## config.mk

```make
export PLATFORM = sky130hd
export DESIGN_NAME = fan_tach_monitor
export DESIGN_NICKNAME = d
export VERILOG_FILES = /design/src/rtl/fantach_pkg.sv /design/src/rtl/fantach_prescaler.sv /design/src/rtl/fantach_cfg.sv /design/src/rtl/fantach_channel.sv /design/src/rtl/fan_tach_monitor.sv
export SDC_FILE = /design/constraint.sdc
export NUM_CORES = 2
export LEC_CHECK = 0
export BUFFER_PORTS_ARGS = -buffer_cell sky130_fd_sc_hd__buf_4
export CORE_MARGIN = 2
export CORE_UTILIZATION = 45
export CTS_BUF_LIST = sky130_fd_sc_hd__clkbuf_8
export DETAILED_ROUTE_END_ITERATION = 16
export PLACE_DENSITY_LB_ADDON = 0.1
export SETUP_SLACK_MARGIN = 0.02
export SLEW_MARGIN = 20
export SYNTH_ARGS = -nofsm -noshare
export SYNTH_HDL_FRONTEND = slang
export SYNTH_SLANG_ARGS = --single-unit
```

## constraint.sdc

```tcl
create_clock -name clk -period 5 [get_ports clk]
set_input_delay 1 -clock clk [delete_from_list [all_inputs] [get_ports clk]]
set_output_delay 1 -clock clk [all_outputs]
set_load 0.005 [all_outputs]
```

## src/rtl/fantach_pkg.sv

```systemverilog
package fantach_pkg;

    localparam int DIV_W  = 4;
    localparam int PPR_W  = 4;
    localparam int RPM_W  = 16;
    localparam int ADDR_W = 6;
    localparam int DATA_W = 16;

    localparam logic [ADDR_W-1:0] ADDR_DIV      = 6'h00;
    localparam logic [ADDR_W-1:0] ADDR_EN       = 6'h01;
    localparam logic [ADDR_W-1:0] ADDR_PPR_BASE = 6'h10;
    localparam logic [ADDR_W-1:0] ADDR_RPM_BASE = 6'h20;

    localparam logic [DIV_W-1:0] DIV_RST = 4'd5;
    localparam logic [PPR_W-1:0] PPR_RST = 4'd2;
    localparam logic [RPM_W-1:0] RPM_RST = 16'd1000;

    typedef enum logic [1:0] {
        CH_OFF,
        CH_ARM,
        CH_RUN,
        CH_STALL
    } ch_state_e;

endpackage

```

## src/rtl/fantach_prescaler.sv

```systemverilog
module fantach_prescaler
    import fantach_pkg::*;
(
    input  logic             clk,
    input  logic             rst_n,
    input  logic [DIV_W-1:0] div,
    input  logic             restart,
    output logic             tick
);
    localparam int CNT_W = 2 * ((1 << DIV_W) - 1);

    logic [CNT_W-1:0] cnt;
    logic [CNT_W-1:0] limit;

    // 4^div - 1; at div = 15 the shift wraps to zero and the subtraction gives all ones
    always_comb begin
        limit = (CNT_W'(1) << {div, 1'b0}) - CNT_W'(1);
        tick  = (cnt == limit);
    end

    always_ff @(posedge clk or negedge rst_n) begin
        if (!rst_n) begin
            cnt <= '0;
        end else if (restart || tick) begin
            cnt <= '0;
        end else begin
            cnt <= cnt + CNT_W'(1);
        end
    end

endmodule

```

## src/rtl/fantach_cfg.sv

```systemverilog
module fantach_cfg
    import fantach_pkg::*;
#(
    parameter int NUM_CH = 4,
    parameter int ACC_W  = 64
) (
    input  logic                          clk,
    input  logic                          rst_n,
    input  logic                          we,
    input  logic [ADDR_W-1:0]             addr,
    input  logic [DATA_W-1:0]             wdata,
    output logic [DIV_W-1:0]              div,
    output logic                          div_wr,
    output logic [NUM_CH-1:0]             en,
    output logic [NUM_CH-1:0][ACC_W-1:0]  step
);
    localparam int PROD_W = RPM_W + PPR_W;

    logic [DIV_W-1:0]  div_q;
    logic [NUM_CH-1:0] en_q;

    assign div    = div_q;
    assign en     = en_q;
    assign div_wr = we && (addr == ADDR_DIV);

    always_ff @(posedge clk or negedge rst_n) begin
        if (!rst_n) begin
            div_q <= DIV_RST;
            en_q  <= '0;
        end else if (we) begin
            if (addr == ADDR_DIV) begin
                div_q <= wdata[DIV_W-1:0];
            end
            if (addr == ADDR_EN) begin
                en_q <= wdata[NUM_CH-1:0];
            end
        end
    end

    for (genvar ch = 0; ch < NUM_CH; ch++) begin : g_ch
        logic [PPR_W-1:0]  ppr_q;
        logic [RPM_W-1:0]  rpm_q;
        logic [PPR_W-1:0]  ppr_eff;
        logic [PROD_W-1:0] prod;
        logic              hit_ppr;
        logic              hit_rpm;

        assign hit_ppr = we && (addr == ADDR_PPR_BASE + ADDR_W'(ch));
        assign hit_rpm = we && (addr == ADDR_RPM_BASE + ADDR_W'(ch));

        always_comb begin
            ppr_eff = (ppr_q == '0) ? PPR_W'(1) : ppr_q;
            prod    = PROD_W'(rpm_q) * PROD_W'(ppr_eff);
        end

        always_ff @(posedge clk or negedge rst_n) begin
            if (!rst_n) begin
                ppr_q    <= PPR_RST;
                rpm_q    <= RPM_RST;
                step[ch] <= '0;
            end else begin
                if (hit_ppr) begin
                    ppr_q <= wdata[PPR_W-1:0];
                end
                if (hit_rpm) begin
                    rpm_q <= wdata[RPM_W-1:0];
                end
                step[ch] <= ACC_W'(prod) << {div_q, 1'b0};
            end
        end
    end

endmodule

```

## src/rtl/fantach_channel.sv

```systemverilog
module fantach_channel
    import fantach_pkg::*;
#(
    parameter int               COUNT_W = 16,
    parameter int               ACC_W   = 64,
    parameter logic [ACC_W-1:0] WINDOW  = 64'd7500000000
) (
    input  logic               clk,
    input  logic               rst_n,
    input  logic               en,
    input  logic               tick,
    input  logic               pin,
    input  logic [ACC_W-1:0]   step,
    output logic [COUNT_W-1:0] result,
    output logic               valid,
    output logic               stall
);
    logic               sync1, sync2, sync3;
    logic               rise;
    logic [COUNT_W-1:0] count;
    logic [ACC_W-1:0]   acc;
    logic [ACC_W:0]     acc_sum;
    logic               expire;
    ch_state_e          state, state_nx;

    // input synchroniser and edge detector
    always_ff @(posedge clk or negedge rst_n) begin
        if (!rst_n) begin
            sync1 <= 1'b0;
            sync2 <= 1'b0;
            sync3 <= 1'b0;
        end else begin
            sync1 <= pin;
            sync2 <= sync1;
            sync3 <= sync2;
        end
    end

    always_comb begin
        rise    = sync2 & ~sync3;
        acc_sum = {1'b0, acc} + {1'b0, step};
        expire  = tick && (acc_sum > {1'b0, WINDOW});
    end

    // state register
    always_ff @(posedge clk or negedge rst_n) begin
        if (!rst_n) begin
            state <= CH_OFF;
        end else begin
            state <= state_nx;
        end
    end

    // next state
    always_comb begin
        state_nx = state;
        if (!en) begin
            state_nx = CH_OFF;
        end else begin
            unique case (state)
                CH_OFF:   state_nx = CH_ARM;
                CH_ARM:   if (rise) state_nx = CH_RUN;
                          else if (expire) state_nx = CH_STALL;
                CH_RUN:   if (!rise && expire) state_nx = CH_STALL;
                CH_STALL: if (rise) state_nx = CH_RUN;
                default:  state_nx = CH_OFF;
            endcase
        end
    end

    // outputs and counters
    always_ff @(posedge clk or negedge rst_n) begin
        if (!rst_n) begin
            count  <= '0;
            acc    <= '0;
            result <= '0;
            valid  <= 1'b0;
            stall  <= 1'b0;
        end else if (!en) begin
            count  <= '0;
            acc    <= '0;
            result <= '0;
            valid  <= 1'b0;
            stall  <= 1'b0;
        end else begin
            unique case (state)
                CH_OFF: begin
                    count <= '0;
                    acc   <= '0;
                end
                CH_ARM, CH_RUN: begin
                    if (rise) begin
                        if (state == CH_RUN) begin
                            result <= count;
                            valid  <= 1'b1;
                            stall  <= 1'b0;
                        end
                        count <= '0;
                        acc   <= '0;
                    end else if (expire) begin
                        result <= '1;
                        valid  <= 1'b1;
                        stall  <= 1'b1;
                        count  <= '0;
                        acc    <= '0;
                    end else if (tick) begin
                        if (count != '1) begin
                            count <= count + COUNT_W'(1);
                        end
                        acc <= acc_sum[ACC_W-1:0];
                    end
                end
                CH_STALL: begin
                    if (rise) begin
                        count <= '0;
                        acc   <= '0;
                    end
                end
                default: begin
                    count <= '0;
                    acc   <= '0;
                end
            endcase
        end
    end

endmodule

```

## src/rtl/fan_tach_monitor.sv

```systemverilog
module fan_tach_monitor
    import fantach_pkg::*;
#(
    parameter int          NUM_CH         = 4,
    parameter int          COUNT_W        = 16,
    parameter logic [63:0] CYCLES_PER_MIN = 64'd7500000000
) (
    input  logic                        clk,
    input  logic                        rst_n,
    input  logic                        cfg_we,
    input  logic [5:0]                  cfg_addr,
    input  logic [15:0]                 cfg_wdata,
    input  logic [NUM_CH-1:0]           tach_in,
    output logic [NUM_CH*COUNT_W-1:0]   res_count,
    output logic [NUM_CH-1:0]           res_valid,
    output logic [NUM_CH-1:0]           res_stall
);
    localparam int ACC_W = 64;

    logic [DIV_W-1:0]                div;
    logic                            div_wr;
    logic [NUM_CH-1:0]               en_q;
    logic [NUM_CH-1:0][ACC_W-1:0]    step;
    logic                            tick;

    fantach_cfg #(
        .NUM_CH (NUM_CH),
        .ACC_W  (ACC_W)
    ) u_cfg (
        .clk    (clk),
        .rst_n  (rst_n),
        .we     (cfg_we),
        .addr   (cfg_addr),
        .wdata  (cfg_wdata),
        .div    (div),
        .div_wr (div_wr),
        .en     (en_q),
        .step   (step)
    );

    fantach_prescaler u_presc (
        .clk     (clk),
        .rst_n   (rst_n),
        .div     (div),
        .restart (div_wr),
        .tick    (tick)
    );

    for (genvar ch = 0; ch < NUM_CH; ch++) begin : g_chan
        fantach_channel #(
            .COUNT_W (COUNT_W),
            .ACC_W   (ACC_W),
            .WINDOW  (CYCLES_PER_MIN)
        ) u_chan (
            .clk    (clk),
            .rst_n  (rst_n),
            .en     (en_q[ch]),
            .tick   (tick),
            .pin    (tach_in[ch]),
            .step   (step[ch]),
            .result (res_count[ch*COUNT_W +: COUNT_W]),
            .valid  (res_valid[ch]),
            .stall  (res_stall[ch])
        );
    end

endmodule

```

Word level (Yosys, flattened, before mapping) --
Cells that the tools add are included.
Storage, ports and cells: word-level logic and storage cells 330, register bits after elaboration 786, input bits 29, output and inout port bits 72
Cells by class: bitwise gates (word level) 8, multipliers 4, shift operators 5, eq/ne operators 58, reductions and logical operators 53, muxes and demuxes 137, add/subtract/negate cells 10, $lt $le $gt $ge 4
Operators with widths (count):
- 2-to-1 mux 64 bit | 20
- one-hot mux 64 bit (3 select lines) | 4
- 2-to-1 mux 16 bit | 44
- adder 64 x 64 -> 65 bit | 4
- greater-than comparator 65 x 33 -> 1 bit (second input constant) | 4
- left shift 20 x 5 -> 64 bit | 4
- one-hot mux 16 bit (3 select lines) | 4
- multiplier 16 x 4 -> 20 bit | 4
- adder 16 x 1 -> 16 bit (second input constant) | 4
- inequality test 16 bit (second input constant) | 4
- 2-to-1 mux 2 bit | 20
- 2-to-1 mux 1 bit | 36
- AND reduction 3 bit | 12
- one-hot mux 2 bit (4 select lines) | 4
- adder 30 x 1 -> 30 bit (second input constant) | 1
- equality test 30 bit | 1
- 2-to-1 mux 30 bit | 1
- left shift 1 x 5 -> 30 bit (first input constant) | 1
- subtractor 30 x 2 -> 30 bit (second input constant) | 1
- inequality test 5 x 2 -> 1 bit (second input constant) | 5
- equality test 6 x 5 -> 1 bit (second input constant) | 4
- equality test 6 bit (second input constant) | 4
- inequality test 3 x 2 -> 1 bit (second input constant) | 8
- logical AND 1 bit | 17
- 18 further kinds | 68

Depth between registers and ports, before layout --
word-level depth 8, mapped depth 21, mapped depth without buffers 20

By module --
Synthesis repeated with hierarchy kept, for this count alone.
Unflattened totals: cell total of the unflattened synthesis 7105, area total of the unflattened synthesis 60550.6 sq um
By module, submodules not included:
- fantach_channel at g_chan[0].u_chan ... | seq. area each 2577.5 sq um, instances 3, cells each 1132, area an instance 9291.4 sq um
- fantach_cfg | seq. area each 7244.4 sq um, instances 1, cells each 2364, area an instance 21471.8 sq um
- fantach_channel at g_chan[3].u_chan | seq. area each 2577.5 sq um, instances 1, cells each 1079, area an instance 8924.8 sq um
- fantach_prescaler | seq. area each 750.7 sq um, instances 1, cells each 266, area an instance 2279.7 sq um

Worst setup path after synthesis --
OpenSTA, ideal clock, no wires.
kind register to register, from reg u_cfg.div_q[0], in the netlist u_cfg.div[0], to reg g_chan[2].u_chan.count[8], cell stages (with the launch flop) 21, buffers on the path 8, period minus slack after synthesis 5.147 ns, setup time 0.092 ns, arrival 5.055 ns, setup slack -0.147 ns, data required time 4.908 ns, path through dfstp_2 > clkbuf_1 > clkbuf_1 > clkbuf_1 > clkbuf_1 > buf_1 > nand2_1 > ha_1 > clkbuf_1 > o21a_1 > a2111oi_0 > o22ai_1 > nor4_1 > nand3_1 > a21o_1 > and3_1 > a21o_1 > or2_1 > buf_2 > buf_6 > o31ai_2
Between the ends: cells in the longest elaborated chain, start to end 8, elaborated cells on any way between the ends 11, classes of those cells add/sub (1); eq/ne (3); shift (1); mux (4); reduce/logical (2)
RTL lines:
- start, declared | RTL line fantach_cfg.sv:19 | logic [DIV_W-1:0] div_q;
- start signal, assigned | RTL line fantach_cfg.sv:32 | div_q <= wdata[DIV_W-1:0];
- left shift 1 x 5 -> 30 bit (*) | RTL line fantach_prescaler.sv:17 | limit = (CNT_W'(1) << {div, 1'b0}) - CNT_W'(1);
- subtractor 30 x 2 -> 30 bit (*) | RTL line fantach_prescaler.sv:17
- equality test 30 bit (*) | RTL line fantach_prescaler.sv:18 | tick = (cnt == limit);
- logical AND 1 bit | RTL line fantach_channel.sv:42 | expire = tick && (acc_sum > {1'b0, WINDOW});
- 2-to-1 mux 16 bit | RTL line fantach_channel.sv:100 | end else if (expire) begin
- 2-to-1 mux 16 bit | RTL line fantach_channel.sv:92 | if (rise) begin
- one-hot mux 16 bit (3 select lines) | RTL line fantach_channel.sv:86 | unique case (state)
- 2-to-1 mux 16 bit | RTL line fantach_channel.sv:79 | end else if (!en) begin
- end signal, assigned | RTL line fantach_channel.sv:108 | count <= count + COUNT_W'(1);
- end, declared | RTL line fantach_channel.sv:20 | logic [COUNT_W-1:0] count;
Every way passes the cells marked *; elsewhere a longest branch is shown, timed or not. A chain may end at the register's enable or synchronous reset.

Final worst setup path --
from reg g_chan[1].u_chan.acc[0], to reg g_chan[1].u_chan.result[15]
Between the ends: cells in the longest elaborated chain, start to end 5
RTL lines:
- start, declared | RTL line fantach_channel.sv:21 | logic [ACC_W-1:0] acc;
- start signal, assigned | RTL line fantach_channel.sv:110 | acc <= acc_sum[ACC_W-1:0];
- adder 64 x 64 -> 65 bit | RTL line fantach_channel.sv:41 | acc_sum = {1'b0, acc} + {1'b0, step};
- greater-than comparator 65 x 33 -> 1 bit | RTL line fantach_channel.sv:42
- logical AND 1 bit | RTL line fantach_channel.sv:42
- inequality test 3 x 1 -> 1 bit (no line)
- AND reduction 3 bit (no line)
- end signal, assigned | RTL line fantach_channel.sv:94 | result <= count;
- end, declared | RTL line fantach_channel.sv:14 | output logic [COUNT_W-1:0] result,
Every way passes these cells.

==> out/metrics.cfg <==
[critical_path]
rrSetupSlack_ns=0.16
cp_top_family=compound AO/OA/AOI/OAI gates
cp.required_ns=5.71
path_class=register to register
worstReg2RegStart=g_chan[1].u_chan.acc[0]
crit_path_max_fanout=17
end_kind=register
path_cells=ha_1 > fa_1 > a211oi_2 > o31ai_2 > a31oi_2 > o211ai_1 > a21o_1 > a21boi_0 > xnor2_1 > a31oi_2 > o311ai_0 > or4_1 > o2111ai_1 > buf_4 > nand2_1 > buf_4 > o221a_2
startpoint_type=register
critical-path-max-stage-delay_ns=0.63
startpoint=g_chan[1].u_chan.acc[0]
path_buf_inv=2
crit_arrival_ns=5.55
rr_worst_depth=17
critical-path-slowest-cell=or4_1
reg2reg_to=g_chan[1].u_chan.result[15]

[floorplanning]
core-area_um2=121000
rows=128
fp.dieArea_um2=125000
pin_count=101
die_w_um=353
die-height_um=353
initial_utilization=0.452

[finish]
postLayoutCoreUtil=0.511
register_area_um2=18300
drive_gt1_frac=0.136
area_growth_pct=13.0
multi_input_area_um2=34700
fill_cells=11800
nets=7063

[run_status]
status=finished clean

[routing]
vias=49600
drt_iter0_markers=4269
wl_um=181000
routedWlPerCell_um=21.7
via_per_inst=5.96
drc=0
drt_pass1_iterations=5
antenna_left=0

[yosys]
syn-num-nets=6923
synthTopCellsByCount=828 x nand2_1, 700 x dfrtp_1, 564 x nor2_1
synthArstFlopShare=1.00
yosys_warnings=0
synth_seq_cells=730
syn_inst=6460
synth_area_per_cell_um2=8.50
ys.flop_type=dfrtp_1
yosys-top-cells-area=dfrtp_1 32%, ha_1 7.2%, nand2_1 5.7%
synth_top_area_frac=0.319
yosysSeqAreaShare=0.333
yosysMostFrequentCell=nand2_1
synth_area_um2=54900
yosysUniqueCellTypes=103
synth_enable_flop_cells=0
yosysTopAreaCell=dfrtp_1

[grt]
grt_first_pass_wirelength_um=284000
antenna_found_initial=5
grt_util_met2=0.437
grt_pass1_vias=48800
gr-usage-met3=0.0479
busiest_layer=met2
grt_use_met1=0.408
grt.overflow.total=0
grt_max_degree=110
grt_usage=0.285

[cts]
ctsHtreeMaxLevel=4
tritoncts=done
clkTransAtPathRegs_ns=0.06
numCtsBuffers=139
root_buffer=clkbuf_8
cts_max_path_buffers=3
insertion_delay_ns=0.87
cts_sinks=730
hold_buffers=0

[sta]
tns_ns=0
setup_viol=0
tightest_slew_ns=1.13
slew_headroom=0.243
drv_slew=0
hold_violations=0
finalCriticalPeriod_ns=4.84
final.setup.worst_slack_ns=0.163
finClkSkew_ns=0.0495
min_period_over_period=0.967
max_freq_ghz=0.207
rsz0062_at_grt=true

[placement]
place_ws_ns=-0.0654
dp_hpwl_um=137000
gp_congestion=0.952
portBuffers=100

[power_and_ir_drop]
powerDensity_nw_per_um2=293
finalPower_mw=18.2
p_leak_nw=28.4
ir_worst_vdd_v=0.000248

[run]
cap_violations=0

[min_path]
hp-class=input pin to async pin

==> what timing repair did <==
action                                  4_1_cts  5_1_grt
pin swaps                                     0       19
setup buffers                                 0        8
gates resized for setup                       2      104
endpoints found under the setup margin       15      361
hold endpoints to repair                      0        0
cloned                                        0        2
==> placed cells by master (no fill, tap or decap), types with 124 or more instances in the layout <==
master,netlist,layout
clkbuf_8,0,170
buf_4,11,339
nor2_1,564,559
nand2_1,828,827
a21oi_1,444,436
nand3_1,167,166
dfrtp_1,700,698
o21ai_0,362,352
xnor2_1,125,124
ha_1,318,315
and2_1,201,200
inv_1,249,274
nand4_1,141,141
==> stage by stage <==
step	hold slack, ns	instances	instance area [µm²]
5_1_grt	0.173	8327	62000
2_1_floorplan	0.331	6460	54900
3_3_place_gp	0.334	8074	58400
6_report	0.177	8327	62000
3_5_place_dp	0.335	8074	58400
4_1_cts	0.140	8316	61500
==> flip-flops by register name (all words and copies together), names as in the netlist <==
| name | flops |
|---|---|
| g_chan.u_chan.acc | 256 |
| u_cfg.step | 200 |
| g_chan.u_chan.count | 64 |
| g_chan.u_chan.result | 64 |
| u_cfg.g_ch.rpm_q | 64 |
| u_presc.cnt | 30 |
| u_cfg.g_ch.ppr_q | 16 |
| g_chan.u_chan.state | 8 |
| g_chan.u_chan.stall | 4 |
| g_chan.u_chan.sync1 | 4 |
| g_chan.u_chan.sync2 | 4 |
| g_chan.u_chan.sync3 | 4 |
| g_chan.u_chan.valid | 4 |
| u_cfg.div | 4 |
| u_cfg.en | 4 |
==> worst max path at each step <==
| stage | depth (start not counted) | slack [ns] | to |
|---|---|---|---|
| finish | 17 | 0.16 | g_chan[1].u_chan.result[15] |
| global route | 17 | -0.03 | g_chan[1].u_chan.count[3] |
| CTS | 21 | 0.03 | g_chan[2].u_chan.state[0] |
| detailed placement | 21 | -0.07 | g_chan[2].u_chan.state[0] |
| global placement | 21 | -0.04 | g_chan[2].u_chan.state[0] |
| floorplan | 20 | 0.07 | g_chan[2].u_chan.count[8] |
==> where the power goes <==
part           switching (mW)  internal (mW)  leakage (nW)
Clock                    2.82           3.78          1.67
Sequential              0.412           6.34          9.95
Combinational            3.07           1.76          16.8
Total                    6.31           11.9          28.4
==> worst reg2reg max path: stages, from the launching register on <==
cell	delay, ns
dfrtp_1	0.37
ha_1	0.23
fa_1	0.45
a211oi_2	0.28
o31ai_2	0.15
a31oi_2	0.33
o211ai_1	0.17
a21o_1	0.21
a21boi_0	0.33
xnor2_1	0.15
a31oi_2	0.25
o311ai_0	0.22
or4_1	0.63
o2111ai_1	0.24
buf_4	0.16
nand2_1	0.05
buf_4	0.24
o221a_2	0.27
==> cells by family after synthesis <==
logic type | Yosys count | share of synthesized area
AOI/OAI and AO/OA | 1792 | 0.217
xor gates and xnor gates | 224 | 0.0357
adders and majority gates | 434 | 0.115
buffers and inverters | 611 | 0.0436
DFF | 730 | 0.333
muxes | 204 | 0.0408
and+or+nand+nor | 2465 | 0.215
==> routing by layer <==
| metal | part of all wire | wire length (µm) | up-vias |
|---|---|---|---|
| li1 | - | - | 23600 |
| met1 | 0.47 | 84100 | 24200 |
| met2 | 0.44 | 79400 | 1476 |
| met3 | 0.061 | 11000 | 321 |
| met4 | 0.034 | 6190 | 0 |
| met5 | 0 | 0 | - |
==> cell type report <==
class / instances / area share
multi-input combinational: 5119 / 0.560
sequential: 730 / 0.295
timing repair buffer: 359 / 0.0472
clock buffer: 170 / 0.0377
tap: 1625 / 0.0328
inverter: 251 / 0.0152
clock inverter: 72 / 0.0122
antenna: 1 / 0.0000403
(Power assumes the default switching activity.)
